[config.mk]
export PLATFORM = sky130hd
export DESIGN_NAME = dma_count_unit
export DESIGN_NICKNAME = d
export VERILOG_FILES = /design/src/rtl/dma_cnt_pkg.sv /design/src/rtl/dma_cnt_regs.sv /design/src/rtl/dma_len_calc.sv /design/src/rtl/dma_xfer_tracker.sv /design/src/rtl/dma_count_unit.sv
export SDC_FILE = /design/constraint.sdc
export NUM_CORES = 1
export LEC_CHECK = 0
export BUFFER_PORTS_ARGS = -buffer_cell sky130_fd_sc_hd__buf_2
export CELL_PAD_IN_SITES_DETAIL_PLACEMENT = 1
export CELL_PAD_IN_SITES_GLOBAL_PLACEMENT = 2
export CORE_MARGIN = 2
export CORE_UTILIZATION = 33
export DETAILED_ROUTE_END_ITERATION = 7
export PLACE_DENSITY_LB_ADDON = 0.1
export SYNTH_ARGS = -nofsm -noshare
export SYNTH_HDL_FRONTEND = slang
export SYNTH_SLANG_ARGS = --single-unit
[constraint.sdc]
create_clock -name clk -period 8 [get_ports clk]
set_clock_uncertainty 0.2 [all_clocks]
set_input_delay 1.6 -clock clk [delete_from_list [all_inputs] [get_ports clk]]
set_output_delay 1.6 -clock clk [all_outputs]
set_load 0.02 [all_outputs]
[src/rtl/dma_cnt_pkg.sv]
package dma_cnt_pkg;
  typedef enum logic [1:0] {
    TRK_IDLE = 2'd0,
    TRK_HELD = 2'd1,
    TRK_RUN  = 2'd2
  } trk_state_e;
endpackage

[src/rtl/dma_cnt_regs.sv]
module dma_cnt_regs #(
  parameter int BYTE_W = 8,
  parameter int NBYTES = 3,
  localparam int CNT_W = BYTE_W * NBYTES,
  localparam int SEL_W = (NBYTES > 1) ? $clog2(NBYTES) : 1
) (
  input  logic             clk,
  input  logic             rst_n,
  input  logic             we,
  input  logic [SEL_W-1:0] sel,
  input  logic [BYTE_W-1:0] wdata,
  input  logic             load,
  input  logic             clr,
  output logic [CNT_W-1:0] wr_val,
  output logic [CNT_W-1:0] rd_val
);
  logic [CNT_W-1:0] wr_q;
  logic [CNT_W-1:0] rd_q;

  always_ff @(posedge clk) begin
    if (!rst_n) begin
      wr_q <= '0;
    end else if (we) begin
      for (int i = 0; i < NBYTES; i++) begin
        if (sel == SEL_W'(i)) wr_q[i*BYTE_W +: BYTE_W] <= wdata;
      end
    end
  end

  always_ff @(posedge clk) begin
    if (!rst_n)    rd_q <= '0;
    else if (clr)  rd_q <= '0;
    else if (load) rd_q <= wr_q;
  end

  assign wr_val = wr_q;
  assign rd_val = rd_q;
endmodule

[src/rtl/dma_len_calc.sv]
module dma_len_calc #(
  parameter int CNT_W    = 24,
  parameter int LEN_W    = 25,
  parameter int PEND_W   = 25,
  parameter int CAP_LEN  = 32,
  parameter int ZERO_LEN = 65536
) (
  input  logic [CNT_W-1:0]         count,
  input  logic signed [PEND_W-1:0] pend,
  input  logic                     capture,
  output logic [LEN_W-1:0]         grant
);
  function automatic logic [LEN_W-1:0] eff_count(input logic [CNT_W-1:0] c);
    return (c == '0) ? LEN_W'(ZERO_LEN) : LEN_W'(c);
  endfunction

  function automatic logic [LEN_W-1:0] magnitude(input logic signed [PEND_W-1:0] p);
    logic [PEND_W-1:0] u;
    u = p[PEND_W-1] ? (~p + 1'b1) : p;
    return LEN_W'(u);
  endfunction

  function automatic logic [LEN_W-1:0] min_len(input logic [LEN_W-1:0] a,
                                               input logic [LEN_W-1:0] b);
    return (a < b) ? a : b;
  endfunction

  always_comb begin
    if (capture) grant = min_len(eff_count(count), LEN_W'(CAP_LEN));
    else         grant = min_len(eff_count(count), magnitude(pend));
  end
endmodule

[src/rtl/dma_xfer_tracker.sv]
module dma_xfer_tracker
  import dma_cnt_pkg::*;
#(
  parameter int LEN_W = 25
) (
  input  logic             clk,
  input  logic             rst_n,
  input  logic             cmd_go,
  input  logic             dma_enable,
  input  logic [LEN_W-1:0] grant,
  input  logic             pend_neg,
  input  logic             chunk_valid,
  input  logic [LEN_W-1:0] chunk_len,
  input  logic             chunk_short,
  output logic [LEN_W-1:0] dma_len,
  output logic [LEN_W-1:0] remaining,
  output logic             to_device,
  output logic             busy,
  output logic             held,
  output logic             start_evt,
  output logic             finish_evt,
  output logic             done_pulse
);
  trk_state_e      state;
  logic            en_q;
  logic            en_rise;
  logic            hold_evt;
  logic            chunk_evt;
  logic [LEN_W-1:0] take;

  assign en_rise   = dma_enable & ~en_q;
  assign start_evt = (cmd_go & dma_enable) | ((state == TRK_HELD) & en_rise & ~cmd_go);
  assign hold_evt  = cmd_go & ~dma_enable;
  assign chunk_evt = (state == TRK_RUN) & chunk_valid & ~cmd_go;
  assign take      = (chunk_len < remaining) ? chunk_len : remaining;
  assign finish_evt = (start_evt & (grant == '0)) |
                      (chunk_evt & ((chunk_len >= remaining) | chunk_short));

  always_ff @(posedge clk) begin
    if (!rst_n) begin
      state      <= TRK_IDLE;
      en_q       <= 1'b0;
      dma_len    <= '0;
      remaining  <= '0;
      to_device  <= 1'b0;
      done_pulse <= 1'b0;
    end else begin
      en_q       <= dma_enable;
      done_pulse <= finish_evt;
      if (start_evt) begin
        dma_len   <= grant;
        remaining <= grant;
        to_device <= pend_neg;
        state     <= (grant == '0) ? TRK_IDLE : TRK_RUN;
      end else if (hold_evt) begin
        state <= TRK_HELD;
      end else if (chunk_evt) begin
        remaining <= remaining - take;
        if (finish_evt) state <= TRK_IDLE;
      end
    end
  end

  assign busy = (state == TRK_RUN);
  assign held = (state == TRK_HELD);
endmodule

[src/rtl/dma_count_unit.sv]
module dma_count_unit #(
  parameter int BYTE_W   = 8,
  parameter int NBYTES   = 3,
  parameter int CAP_LEN  = 32,
  parameter int ZERO_LEN = 65536,
  localparam int CNT_W   = BYTE_W * NBYTES,
  localparam int LEN_W   = CNT_W + 1,
  localparam int PEND_W  = LEN_W,
  localparam int SEL_W   = (NBYTES > 1) ? $clog2(NBYTES) : 1
) (
  input  logic                     clk,
  input  logic                     rst_n,
  input  logic                     cnt_we,
  input  logic [SEL_W-1:0]         cnt_sel,
  input  logic [BYTE_W-1:0]        cnt_wdata,
  input  logic                     cmd_valid,
  input  logic                     cmd_dma,
  input  logic                     cmd_xfer,
  input  logic signed [PEND_W-1:0] pend_size,
  input  logic                     capture_mode,
  input  logic                     dma_enable,
  input  logic                     chunk_valid,
  input  logic [LEN_W-1:0]         chunk_len,
  input  logic                     chunk_short,
  output logic                     dma_mode,
  output logic [CNT_W-1:0]         count_rd,
  output logic [LEN_W-1:0]         dma_len,
  output logic [LEN_W-1:0]         remaining,
  output logic                     to_device,
  output logic                     xfer_busy,
  output logic                     xfer_held,
  output logic                     tc_status,
  output logic                     done_pulse
);
  logic [CNT_W-1:0] wr_val;
  logic [CNT_W-1:0] rd_val;
  logic [CNT_W-1:0] start_cnt;
  logic [LEN_W-1:0] grant;
  logic             cmd_go;
  logic             reload_evt;
  logic             start_evt;
  logic             finish_evt;

  assign cmd_go     = cmd_valid & cmd_xfer & cmd_dma;
  assign reload_evt = cmd_valid & cmd_dma;
  // A direct command uses the value being copied in this same cycle.
  assign start_cnt  = cmd_go ? wr_val : rd_val;

  dma_cnt_regs #(.BYTE_W(BYTE_W), .NBYTES(NBYTES)) u_regs (
    .clk(clk), .rst_n(rst_n), .we(cnt_we), .sel(cnt_sel), .wdata(cnt_wdata),
    .load(reload_evt), .clr(finish_evt), .wr_val(wr_val), .rd_val(rd_val)
  );

  dma_len_calc #(.CNT_W(CNT_W), .LEN_W(LEN_W), .PEND_W(PEND_W),
                 .CAP_LEN(CAP_LEN), .ZERO_LEN(ZERO_LEN)) u_calc (
    .count(start_cnt), .pend(pend_size), .capture(capture_mode), .grant(grant)
  );

  dma_xfer_tracker #(.LEN_W(LEN_W)) u_trk (
    .clk(clk), .rst_n(rst_n), .cmd_go(cmd_go), .dma_enable(dma_enable),
    .grant(grant), .pend_neg(pend_size[PEND_W-1]), .chunk_valid(chunk_valid),
    .chunk_len(chunk_len), .chunk_short(chunk_short), .dma_len(dma_len),
    .remaining(remaining), .to_device(to_device), .busy(xfer_busy),
    .held(xfer_held), .start_evt(start_evt), .finish_evt(finish_evt),
    .done_pulse(done_pulse)
  );

  always_ff @(posedge clk) begin
    if (!rst_n) begin
      dma_mode  <= 1'b0;
      tc_status <= 1'b0;
    end else begin
      if (cmd_valid) dma_mode <= cmd_dma;
      if (finish_evt)                tc_status <= 1'b1;
      else if (start_evt || cnt_we)  tc_status <= 1'b0;
    end
  end

  assign count_rd = rd_val;
endmodule

After elaboration in Yosys (flattened, before gate mapping)
Cells that the tools add are included.
Word-level totals
  input bits: 70
  bits in registers: 105
  output and inout port bits: 80
  logic and storage cells: 74
Cells by class
  muxes and demuxes: 17
  bitwise logic cells: 20
  equality and inequality tests: 5
  add/subtract/negate cells: 2
  reduce and logical (&&, ||, !) cells: 14
  $lt $le $gt $ge: 4
Operator list (count)
  $mux 25: 8
  $lt 25x25->1: 2
  $mux 24: 2
  $add 25x1->25 const B: 1
  $ge 25x25->1: 1
  $logic_not 25->1: 1
  $lt 25x6->1 const B: 1
  $not 25->25: 1
  $sub 25x25->25: 1
  $logic_not 24->1: 1
  $and 1x1->1: 12
  $mux 2: 5
  $reduce_and 2->1: 5
  $reduce_bool 3->1: 2
  $eq 2x1->1 const B: 2
  $eq 2x2->1 const B: 2
  $not 1->1: 4
  $reduce_bool 2->1: 2
  $or 1x1->1: 3
  $logic_not 2->1: 1
  $mux 1: 2
  $ne 2x2->1 const B: 1
  $reduce_or 2->1: 1
  $logic_or 1x1->1: 1

Longest topological paths before layout
Gate-level depths: netlist of the first run.
  word-level depth: 15
  gate-level depth with buffers: 22
  mapped depth without buffers: 21

Modules after synthesis
Synthesis of the first run repeated with hierarchy kept, for this count alone.
Second synthesis, totals
  cells, all modules: 976
  area total of the unflattened synthesis: 8125.3 um2
By module, submodules not included
  dma_xfer_tracker: sequential area each 1101.1 um2, cells an instance 544, area an instance 4214.0 um2, times used 1
  dma_cnt_regs: sequential area each 960.9 um2, cells an instance 169, area an instance 1757.9 um2, times used 1
  dma_len_calc: sequential area each 0.0 um2, cells an instance 228, area an instance 1691.6 um2, times used 1
  dma_count_unit: sequential area each 40.0 um2, cells an instance 35, area an instance 461.7 um2, times used 1

Worst setup path after synthesis of the first run
Ideal clock, no wire load.
  kind: input to register
  start: input port chunk_len[10]
  end: register u_trk.remaining[21]
  arrival time: 5.775 ns
  data required time: 7.667 ns
  buffers on the path: 2
  library setup time: 0.133 ns
  slack: 1.892 ns
  stages: 20
  path through: ha_1 a21o_1 a21o_1 a21o_1 a211oi_1 o21ai_0 a211oi_1 clkbuf_1 clkbuf_1 a21oi_1 ha_1 o211ai_1 nand2_1 a21oi_1 o31ai_1 a221oi_1 o21ai_0 a31oi_1 mux2i_1 a31oi_1
Between the ends
  longest elaborated chain between the ends: 6
Ends and longest elaborated chain
  start, declared: RTL line dma_count_unit.sv:23  | input logic [LEN_W-1:0] chunk_len,
  $lt 25x25->1: RTL line dma_xfer_tracker.sv:35  | assign take = (chunk_len < remaining) ? chunk_len : remaining;
  $mux 25 (*): RTL line dma_xfer_tracker.sv:35
  $sub 25x25->25 (*): RTL line dma_xfer_tracker.sv:58  | remaining <= remaining - take;
  $mux 25 (*): RTL line dma_xfer_tracker.sv:57  | end else if (chunk_evt) begin
  $mux 25 (*): RTL line dma_xfer_tracker.sv:55  | end else if (hold_evt) begin
  $mux 25 (*): RTL line dma_xfer_tracker.sv:50  | if (start_evt) begin
  end signal, assigned: RTL line dma_xfer_tracker.sv:52  | remaining <= grant;
  end signal, assigned: RTL line dma_xfer_tracker.sv:58
  end, declared: RTL line dma_xfer_tracker.sv:16  | output logic [LEN_W-1:0] remaining,
Mark *: on every way between the ends. The rest lies on a longest branch, timed or not. The select of a mux whose other input is x is not followed.
A chain may end at the register's enable or synchronous reset.

Final worst setup path of the first run
  start: input port pend_size[0]
  end: register u_regs.rd_q[2] (netlist: u_regs.rd_val[2])
Between the ends
  longest elaborated chain between the ends: 10
Ends and longest elaborated chain
  start, declared: RTL line dma_count_unit.sv:19  | input logic signed [PEND_W-1:0] pend_size,
  $not 25->25: RTL line dma_len_calc.sv:19  | u = p[PEND_W-1] ? (~p + 1'b1) : p;
  $add 25x1->25: RTL line dma_len_calc.sv:19
  $mux 25 (*): RTL line dma_len_calc.sv:19
  $lt 25x25->1: RTL line dma_len_calc.sv:25  | return (a < b) ? a : b;
  $mux 25 (*): RTL line dma_len_calc.sv:25
  $mux 25 (*): RTL line dma_len_calc.sv:29  | if (capture) grant = min_len(eff_count(count), LEN_W'(CAP_LEN));
  $logic_not 25->1 (*): RTL line dma_xfer_tracker.sv:36  | assign finish_evt = (start_evt & (grant == '0)) |
  $and 1x1->1 (*): RTL line dma_xfer_tracker.sv:36
  $or 1x1->1 (*): RTL line dma_xfer_tracker.sv:36
  $reduce_or 2->1 (no line) (*)
  end signal, assigned: RTL line dma_cnt_regs.sv:33  | else if (load) rd_q <= wr_q;
  end, declared: RTL line dma_cnt_regs.sv:18  | logic [CNT_W-1:0] rd_q;
Mark *: on every way between the ends. The rest lies on a longest branch, timed or not.

==> summary.md, run 1 <==
| Metric | Value |
|---|---|
| Syn Area/Cell | `8.13 µm²` |
| Hold_ws | `0.260 ns` |
| Worst path cell trace | `buf_2 > inv_1 > ha_1 > nor4b_2 > nand4_2 > o31ai_1 > xnor2_1 > inv_1 > ha_1 > nand3_1 > or4_1 > a211oi_2 > or2_4 > o311ai_1 > nor4b_1 > and4_1 > buf_4 > nor4_1` |
| Hold depth | `2` |
| Fin. Hold Viols | `0` |
| DRT iter0 DRCs | `339` |
| Final #Nets | `1265` |
| Worst hold endpoint | `u_trk.to_device` |
| Seq cells post-synth | `105` |
| Reg-to-reg startpoint | `u_trk.remaining[10]` |
| Max VDD drop | `0.0970 mV` |
| CTS Sinks | `105` |
| Worst-path maximum fanout | `40` |
| DP Wirelength | `23300 µm` |
| Final Critical Period | `6.94 ns` |
| WP buf/inv | `4` |
| Die area | `0.0261 mm²` |
| Synthesis warning total | `0` |
| Fin Setup TNS | `0 ns` |
| Area leader, netlist | `dfxtp_1` |
| # Max-Cap Violations | `0` |
| Routed WL per cell | `20.0 µm` |
| Seq/Total Area, Yosys | `0.256` |
| Worst Tran Pin Value | `1.15 ns` |
| Global route overflow | `0` |
| Post-CTS Hold Buffers | `0` |
| DR pass1 iterations | `4` |
| Slew Limit Fails | `0` |
| Status | `completed` |
| Worst path max stage delay | `0.57 ns` |
| Fin area | `0.00953 mm²` |
| Post-synth EDFFs | `0` |
| Pleak | `4.26 nW` |
| Library cells used by synthesis | `78` |
| Worst-Skew Late Latency | `0.37 ns` |
| CTS clk-pin slew, worst paths | `0.08 ns` |
| Core area | `0.0244 mm²` |
| Layout cells sized above 1 | `0.204` |
| H-Tree Depth | `3` |
| Total Routing Usage GR | `0.219` |
| Routed Antenna Nets | `0` |
| Final WS setup | `1.06 ns` |
| FF-to-FF setup slack | `2.28 ns` |
| Crit end category | `flop` |
| Worst Path Required | `8.01 ns` |
| Total power | `0.00140 W` |
| Vias | `7914` |
| Initial Util | `0.336` |
| CP arrival | `6.94 ns` |
| Startpoint type of the worst setup path | `primary input` |
| Postcts setup bufs | `0` |
| Hold/Removal Path Class | `flop to flop` |
| Synthesized net count | `1152` |
| Via/cell ratio | `5.46` |
| Site row count | `57` |
| DRC | `0` |
| Post-cts resize count | `0` |
| Delay-heaviest family, CP | `simple AND/OR/NAND/NOR gates` |
| Clock root buffer | `clkbuf_16` |
| TritonCTS buffer count | `9` |
| Mapped Area | `0.00820 mm²` |
| CTS tree | `yes` |
| Largest net degree at the start of global routing | `58` |
| Buffers on Ports | `149` |
| Initial antenna violation count | `0` |
| RD Place Congestion | `0.876` |
| Critical path class | `primary input to flop` |
| Pwr dens | `147 mW/mm²` |
| Top_reg_cell synth | `dfxtp_1` |
| P&R area growth vs syn | `16.3%` |
| RSZ-0062 raised after global routing | `false` |
| Tcrit/Tclk final | `0.867` |
| Top-area cell type share of the netlist area | `0.256` |
| Max Root-Sink Buffers | `2` |
| Mapped Cells | `1008` |
| Worst Reg2Reg Path Length in Cells | `21` |
| Pre-CTS WS | `0.743 ns` |
| HP Start | `u_trk.to_device` |
| Final Setup Violations | `0` |
| Top post-synthesis cells by area | `dfxtp_1 (26%), ha_1 (11%), mux2i_1 (8.2%)` |
| Die height | `162 µm` |
| N_diodes | `0` |
| Post-synth ARST share | `0` |
| DRT Wirelength | `29000 µm` |
| Normalized max-slew margin | `0.229` |
| Fmax | `0.144 GHz` |
| Area after DPL | `0.00921 mm²` |
| R2R Path End | `u_trk.remaining[18]` |
| Vias in the first global route | `7889` |
| Boundary pin count | `150` |
| First-pass GRT wire length | `45000 µm` |
| Chip Width | `162 µm` |
| Crit path max-delay cell type | `or4_1` |
-- routing by layer --
layer,track usage,wire [µm],vias to the layer above
li1,-,-,3942
met1,0.302,14200,3797
met2,0.365,13500,144
met3,0.0254,863,31
met4,0.0579,495,0
met5,0,0,-
-- flip-flops by register name, indices dropped and copies added (netlist names) --
name	count
u_trk.state	2
u_trk.to_device	1
u_trk.done_pulse	1
dma_mode	1
u_regs.wr_val	24
u_trk.dma_len	25
u_trk.remaining	25
u_regs.rd_val	24
u_trk.en_q	1
tc_status	1
-- report_power, final --
| part | switching (W) | internal (W) |
|---|---|---|
| clock | 0.000250 | 0.000231 |
| sequential | 0.0000131 | 0.000534 |
| combinational | 0.000226 | 0.000146 |
| total | 0.000489 | 0.000911 |
-- cells in the final DEF (no fill, tap or decap), types with 20 or more instances in the layout --
| master | n |
|---|---|
| a21oi_1 | 105 |
| nor2_1 | 106 |
| mux2i_1 | 67 |
| dfxtp_1 | 105 |
| ha_1 | 73 |
| o21ai_0 | 29 |
| nand2_1 | 69 |
| buf_2 | 149 |
| xor2_1 | 20 |
| inv_1 | 52 |
| nor4_2 | 21 |
-- synth_stat cells, drive strengths merged (5+ instances only) --
cell type  number
o21ai          30
nand4          19
dfxtp         105
and3            7
nor4           42
o21a           11
a21oi         107
nand2          69
nor2          106
o211ai         19
and2            7
mux2i          67
ha             73
a21o           17
o31ai          10
buf            13
inv            53
mux2           11
xor2           20
a211oi          9
xnor2          18
a31oi          13
nor2b          13
clkbuf         45
nand3          18
nor3           17
a22oi           5
-- tightest hold or removal path: stages, from the launching register on --
cell	delay [ns]
dfxtp_1	0.31
nand2_1	0.05
a21oi_1	0.05
-- worst max path at each step --
stage	from	endpoint	slack [ns]	cells past startpoint
after floorplan	chunk_len[10]	u_trk.remaining[21]	1.89	20
after global placement	pend_size[0]	u_regs.rd_val[0]	0.99	18
after detailed placement	pend_size[0]	u_regs.rd_val[2]	0.74	18
after CTS	pend_size[0]	u_regs.rd_val[2]	1.11	18
after global routing	pend_size[0]	u_regs.rd_val[1]	0.71	18
final	pend_size[0]	u_regs.rd_val[2]	1.06	18
-- final cells by class --
cell class | count | area [µm²]
clock buffer | 9 | 225
clock inverter | 7 | 96.3
fill | 2993 | 14900
inverter | 54 | 204
multi-input combinational | 791 | 5670
sequential | 105 | 2100
tap | 324 | 405
timing repair buffer | 160 | 828
-- cell families after synthesis --
logic type	synth area share
XOR/XNOR	0.0406
buffers and inverters	0.0560
AO/OA/AOI/OAI	0.214
multiplexers	0.0969
flip-flops	0.256
adder cells (fa/ha/maj)	0.114
AND/OR/NAND/NOR	0.222
-- through the flow --
stage / instances / utilization
final: 1450 / 0.391
after floorplan: 1008 / -
after detailed placement: 1434 / 0.378
after global routing: 1450 / 0.391
after CTS: 1450 / 0.391
after global placement: 1434 / 0.378
Power figures use the tool's default switching activity.
==> run 2, diff against run 1 <==
REMOVE_ABC_BUFFERS = 1   (was not set)
==> run 2 against run 1 <==
Net effect:
- largest cell class unchanged
- non-clock buffer count rose by 1
- largest power group unchanged
- maximum frequency increased by 2.2%
- critical path depth stayed put
- via count grew 0.52%
- register-to-register slack better by 0.04 ns
==> summary.md, run 2 (synthesis results as in run 1) <==
| Metric | Value |
|---|---|
| Routed WL per cell | `20.0 µm (-0.13%)` |
| # Max-Cap Violations | `0 (unchanged)` |
| Final Critical Period | `6.79 ns (-0.146 ns)` |
| CTS clk-pin slew, worst paths | `0.09 ns (about the same)` |
| DP Wirelength | `22900 µm (-1.7%)` |
| Startpoint type of the worst setup path | `primary input` |
| Boundary pin count | `150 (unchanged)` |
| Die area | `0.0261 mm² (unchanged)` |
| Final #Nets | `1266 (+0.079%)` |
| Tcrit/Tclk final | `0.849 (-0.0183)` |
| Worst Path Required | `8.01 ns (about the same)` |
| Hold_ws | `0.257 ns (-0.00346 ns)` |
| Worst Tran Pin Value | `1.09 ns (-0.0652 ns)` |
| Delay-heaviest family, CP | `simple AND/OR/NAND/NOR gates` |
| RD Place Congestion | `0.855 (-2.5%)` |
| Site row count | `57 (unchanged)` |
| Buffers on Ports | `149 (unchanged)` |
| Crit end category | `flop` |
| Postcts setup bufs | `0 (unchanged)` |
| RSZ-0062 raised after global routing | `false` |
| TritonCTS buffer count | `9 (unchanged)` |
| Max Root-Sink Buffers | `2 (unchanged)` |
| Pwr dens | `147 mW/mm² (+0.45%)` |
| Total Routing Usage GR | `0.221 (+0.00114)` |
| DRC | `0 (unchanged)` |
| Core area | `0.0244 mm² (unchanged)` |
| DR pass1 iterations | `4 (unchanged)` |
| Reg-to-reg startpoint | `u_trk.remaining[10]` |
| HP Start | `u_trk.dma_len[6]` |
| N_diodes | `0 (unchanged)` |
| Routed Antenna Nets | `0 (unchanged)` |
| Normalized max-slew margin | `0.274 (+0.0452)` |
| Final Setup Violations | `0 (unchanged)` |
| H-Tree Depth | `3 (unchanged)` |
| Initial antenna violation count | `0 (unchanged)` |
| Most common library cell in the layout ignoring fill and taps | `buf_2` |
| Vias | `7955 (+0.52%)` |
| Post-CTS Hold Buffers | `0 (unchanged)` |
| Status | `completed` |
| Initial Util | `0.336 (unchanged)` |
| FF-to-FF setup slack | `2.32 ns (+0.04 ns)` |
| Die height | `162 µm (unchanged)` |
| Pre-CTS WS | `0.846 ns (+0.103 ns)` |
| Worst-Skew Late Latency | `0.37 ns (about the same)` |
| Vias in the first global route | `7880 (-0.11%)` |
| R2R Path End | `u_trk.remaining[24]` |
| Clock root buffer | `clkbuf_16` |
| Hold/Removal Path Class | `flop to flop` |
| Worst path max stage delay | `0.54 ns (-0.03 ns)` |
| Critical path class | `primary input to flop` |
| Hold depth | `2 (unchanged)` |
| Layout cells sized above 1 | `0.205 (+0.000706)` |
| Fmax | `0.147 GHz (+2.2%)` |
| Chip Width | `162 µm (unchanged)` |
| Most frequent cells in the layout | `buf_2 (149), nor2_1 (106), a21oi_1 (105), dfxtp_1 (105), ha_1 (73)` |
| Slew Limit Fails | `0 (unchanged)` |
| WP buf/inv | `4 (unchanged)` |
| Top Registers | `u_trk.dma_len x25, u_trk.remaining x25` |
| Largest net degree at the start of global routing | `74 (+28%)` |
| Global route overflow | `0 (unchanged)` |
| Worst hold endpoint | `u_trk.dma_len[6]` |
| Worst Reg2Reg Path Length in Cells | `21 (unchanged)` |
| DRT Wirelength | `29000 µm (about the same)` |
| Crit path max-delay cell type | `or4_1` |
| Fin. Hold Viols | `0 (unchanged)` |
| Final WS setup | `1.21 ns (+0.146 ns)` |
| CTS Sinks | `105 (unchanged)` |
| Max VDD drop | `0.106 mV (+8.9%)` |
| DRT iter0 DRCs | `389 (+15%)` |
| Via/cell ratio | `5.48 (+0.45%)` |
| Post-cts resize count | `0 (unchanged)` |
| Pleak | `4.27 nW (+0.12%)` |
| P&R area growth vs syn | `16.3% (about the same)` |
| CTS tree | `yes` |
| First-pass GRT wire length | `45300 µm (+0.74%)` |
| CP arrival | `6.80 ns (-0.14 ns)` |
| Worst-path maximum fanout | `40 (unchanged)` |
| Worst path cell trace | `buf_2 > inv_1 > ha_1 > nor4b_2 > nand4_2 > o31ai_1 > xnor2_1 > inv_1 > ha_1 > nand3_1 > or4_1 > a211oi_2 > or2_4 > o311ai_1 > nor4b_1 > and4_1 > buf_4 > nor4_2` |
==> run 2: changes by cell type in the layout (fill, tap and decap cells not counted), sizes merged <==
cell  previous run  this run
buf            160       161
==> run 2: power breakdown <==
part / internal (W) / switching (W)
Clock: 0.000228 / 0.000256
Sequential: 0.000534 / 0.0000124
Combinational: 0.000146 / 0.000229
==> run 2: worst max-delay path by stage <==
stage / from / end / slack (ns) / cells past startpoint
2_1_floorplan: chunk_len[10] / tc_status / -0.36 / 10
3_3_place_gp: pend_size[0] / u_regs.rd_val[3] / 1.06 / 18
3_5_place_dp: pend_size[0] / u_regs.rd_val[14] / 0.85 / 18
4_1_cts: pend_size[0] / u_regs.rd_val[14] / 1.25 / 18
5_1_grt: pend_size[0] / u_regs.rd_val[3] / 0.67 / 18
6_report: pend_size[0] / u_regs.rd_val[14] / 1.21 / 18
==> run 2: metrics by stage <==
stage	TNS, ns	utilization	instances	cell area, µm²	power, W
final	0	0.391	1451	9540	0.00141
after global routing	0	0.391	1451	9540	0.00148
after CTS	0	0.391	1451	9540	0.00142
after detailed placement	0	0.378	1435	9220	0.000933
after global placement	0	0.378	1435	9220	0.000933
after floorplan	-4.10	-	950	7940	0.000804
==> run 2: metal layers <==
layer | wire [µm] | up-vias | track usage
met2 | 13500 | 131 | 0.370
li1 | - | 3947 | -
met3 | 820 | 23 | 0.0270
met4 | 398 | 0 | 0.0451
met1 | 14300 | 3854 | 0.305
met5 | 0 | - | 0
==> run 2: final cells by class <==
type                    count  area, µm²
well taps                 324        405
multi-input cells         791       5670
repair buffers            161        836
clock buffers               9        225
clock inverters             7       91.3
fillers                  3031      14900
inverters                  54        204
flip-flops and latches    105       2100
==> run 2: worst reg2reg max path: stages, from the launching register on <==
cell and delay (ns):
dfxtp_1 0.42, inv_1 0.09, ha_1 0.29, a21o_1 0.16, a21o_1 0.17, a21o_1 0.17
a211oi_1 0.23, o21ai_0 0.19, a211oi_4 0.70, buf_4 0.44, nor2_1 0.07, a21oi_1 0.12
ha_1 0.30, a21o_1 0.23, a21o_1 0.19, or3b_2 0.45, o21ai_0 0.27, and2_1 0.24
o31ai_1 0.09, o22ai_1 0.29, o2111ai_1 0.17, nand3_1 0.11
==> run 3, diff against run 2 <==
ABC_AREA = 1   (was not set)
CORE_UTILIZATION = 27   (was 33)
clock period = 6.1 ns   (was 8 ns; I/O delays follow)
==> run 3 against run 2 <==
Net effect:
- register-to-register slack worse by 1.3 ns
- worst setup slack worse by 0.67 ns
- global-route usage shrank 2.4 points
- via count is 3.6% higher
- non-clock buffer count increased by 12
- cell count increased by 19%
==> summary.md, run 3 <==
| Metric | Value |
|---|---|
| Hold depth | `2 (unchanged)` |
| Worst hold endpoint | `u_trk.dma_len[24]` |
| Worst-path maximum fanout | `29 (-28%)` |
| RSZ-0062 raised after global routing | `false` |
| DRT Wirelength | `29900 µm (+3.2%)` |
| Fill cells | `3707 (+22%)` |
| Tcrit/Tclk final | `0.912` |
| Worst Reg2Reg Path Length in Cells | `27 (+29%)` |
| Reg-to-reg startpoint | `u_trk.remaining[1]` |
| Postcts setup bufs | `0 (unchanged)` |
| Top Registers | `u_trk.dma_len x25, u_trk.remaining x25` |
| Crit end category | `flop` |
| H-Tree Depth | `3 (unchanged)` |
| Buffers on Ports | `149 (unchanged)` |
| DR pass1 iterations | `4 (unchanged)` |
| DRC | `0 (unchanged)` |
| Library cells used by synthesis | `46 (-41%)` |
| Vias | `8240 (+3.6%)` |
| Fmax | `0.180 GHz` |
| Largest net degree at the start of global routing | `39 (-47%)` |
| R2R Path End | `u_trk.remaining[24]` |
| Routed Antenna Nets | `0 (unchanged)` |
| Final #Nets | `1478 (+17%)` |
| Most frequent cells in the layout | `nand2_1 (273), buf_2 (149), inv_1 (129), nor2_1 (123), a21oi_1 (123)` |
| Worst-Skew Late Latency | `0.37 ns (about the same)` |
| FF-to-FF setup slack | `1.03 ns (-1.29 ns)` |
| Synthesis warning total | `0 (unchanged)` |
| DRT iter0 DRCs | `256 (-34%)` |
| Top post-synthesis cells by area | `dfxtp_1 (27%), nand2_1 (13%), ha_1 (12%)` |
| Post-CTS Hold Buffers | `0 (unchanged)` |
| Fin. Hold Viols | `0 (unchanged)` |
| Post-synth ARST share | `0 (unchanged)` |
| Layout cells sized above 1 | `0.169 (-0.0362)` |
| Final Setup Violations | `0 (unchanged)` |
| Initial antenna violation count | `3 (+3)` |
| Fin area | `0.00944 mm² (-1.0%)` |
| Seq/Total Area, Yosys | `0.268 (+0.0116)` |
| CTS tree | `yes` |
| Count leader, synth | `nand2_1` |
| Die area | `0.0304 mm² (+17%)` |
| # Max-Cap Violations | `0 (unchanged)` |
| Initial Util | `0.274 (-0.0621)` |
| Status | `completed` |
| Final Critical Period | `5.56 ns` |
| Boundary pin count | `150 (unchanged)` |
| Normalized max-slew margin | `0.383 (+0.110)` |
| Chip Width | `174 µm (+7.9%)` |
| First-pass GRT wire length | `47000 µm (+3.6%)` |
| Total Routing Usage GR | `0.196 (-0.0243)` |
| Mapped Cells | `1193 (+18%)` |
| DP Wirelength | `24600 µm (+7.3%)` |
| Critical path class | `primary input to flop` |
| Die height | `174 µm (+7.9%)` |
| Post-synth EDFFs | `0 (unchanged)` |
| TritonCTS buffer count | `9 (unchanged)` |
| Top-area cell type share of the netlist area | `0.268 (+0.0116)` |
| Pleak | `4.65 nW (+8.9%)` |
| Most instantiated cells after synthesis | `nand2_1 (273), inv_1 (129), a21oi_1 (123), nor2_1 (123), dfxtp_1 (105)` |
| Worst Tran Pin Value | `0.918 ns (-0.171 ns)` |
| Clock root buffer | `clkbuf_16` |
| Mapped Area | `0.00785 mm² (-4.3%)` |
| CP arrival | `5.67 ns (-1.13 ns)` |
| Max Root-Sink Buffers | `2 (unchanged)` |
| Area after DPL | `0.00907 mm² (-1.6%)` |
| Pwr dens | `213 mW/mm² (+44%)` |
| Via/cell ratio | `4.78 (-13%)` |
| P&R area growth vs syn | `20.3%` |
| CTS clk-pin slew, worst paths | `0.09 ns (about the same)` |
| Worst Path Required | `6.20 ns (-1.81 ns)` |
| CTS Sinks | `105 (unchanged)` |
| Routed WL per cell | `17.4 µm (-13%)` |
| Max VDD drop | `0.161 mV (+52%)` |
| Global route overflow | `0 (unchanged)` |
| Site row count | `62 (+8.8%)` |
| Hold/Removal Path Class | `flop to flop` |
| Most common library cell in the layout ignoring fill and taps | `nand2_1` |
| Area leader, netlist | `dfxtp_1` |
| Slew Limit Fails | `0 (unchanged)` |
| Total power | `0.00201 W (+43%)` |
| Seq cells post-synth | `105 (unchanged)` |
| Vias in the first global route | `8521 (+8.1%)` |
| Startpoint type of the worst setup path | `primary input` |
| RD Place Congestion | `0.816 (-4.6%)` |
| Top_reg_cell synth | `dfxtp_1` |
| Syn Area/Cell | `6.58 µm² (-19%)` |
| Core area | `0.0286 mm² (+17%)` |
| HP Start | `u_trk.dma_len[24]` |
run 3: repair_timing:
item | 4_1_cts | 5_1_grt
setup endpoints to repair | 0 | 4
resized for setup | 0 | 3
endpoints found under the hold margin | 0 | 0
run 3: logic make-up (layout without fill, tap and decap cells):
kind of cell,Yosys count,in the layout,synth area share
AND/OR/NAND/NOR,526,527,0.289
AO/OA/AOI/OAI,268,268,0.184
buffers and inverters,176,321,0.0890
flip-flops,105,105,0.268
adder cells (fa/ha/maj),74,74,0.119
XOR/XNOR,33,33,0.0368
multiplexers,11,11,0.0140
other,0,2,0
run 3: final cells by class:
cell class                 count  area, µm²  area share
multi-input combinational    913       5050       0.536
inverter                     132        495      0.0525
clock buffer                   9        225      0.0239
clock inverter                 7        124      0.0131
tap                          384        480      0.0509
sequential                   105       2100       0.223
antenna                        2       5.00    0.000530
timing repair buffer         173        951       0.101
run 3: worst max path at each step:
stage / start / endpoint / slack, ns / depth (start not counted)
final: chunk_len[2] / u_trk.remaining[24] / 0.54 / 27
after global routing: chunk_len[2] / u_trk.remaining[24] / 0.04 / 27
after CTS: chunk_len[24] / u_trk.remaining[24] / 0.16 / 25
after detailed placement: chunk_len[24] / u_trk.remaining[24] / -0.21 / 25
after global placement: chunk_len[24] / u_trk.remaining[24] / -0.09 / 25
after floorplan: chunk_len[12] / u_trk.remaining[14] / 0.81 / 22
run 3: report_power, final:
part / total [W] / internal [W] / switching (W) / leakage [nW]
clock network: 0.000692 / 0.000375 / 0.000317 / 0.169
logic: 0.000593 / 0.000211 / 0.000381 / 3.63
registers: 0.000722 / 0.000706 / 0.0000161 / 0.851
total: 0.00201 / 0.00129 / 0.000715 / 4.65
run 3: stage by stage:
step                hold WS, ns  cells  setup WS [ns]  TNS, ns   util
finish                    0.241   1725          0.538        0  0.330
global route              0.277   1723         0.0431        0  0.330
CTS                       0.250   1722          0.161        0  0.329
detailed placement        0.237   1706         -0.210   -0.210  0.317
global placement          0.225   1706        -0.0880  -0.0880  0.317
floorplan                 0.244   1149          0.810        0      -
run 3: critical path, cell delays in order:
cell and delay (ns):
buf_2 0.12, ha_1 0.29, nand2_1 0.09, nor2_1 0.09, a211oi_1 0.05, o21ai_0 0.17
a21oi_1 0.10, o211ai_1 0.20, nand3b_1 0.19, nand2_2 0.25, buf_4 0.33, o21ai_0 0.14
ha_1 0.41, nand2_1 0.13, inv_1 0.07, nand3_1 0.10, nor3_1 0.29, nand4_1 0.19
nand3_1 0.20, nand3_1 0.10, nand2_1 0.11, a31oi_1 0.14, o21ai_0 0.23, inv_1 0.08
a21oi_1 0.14, o21ai_0 0.10, a21oi_1 0.12
run 3: routing by layer:
layer | track usage | wire length [µm] | vias to the layer above
met5 | 0 | 13 | -
met4 | 0.0413 | 286 | 2
met3 | 0.0221 | 871 | 15
met2 | 0.350 | 14700 | 101
met1 | 0.255 | 14100 | 3870
li1 | - | - | 4252
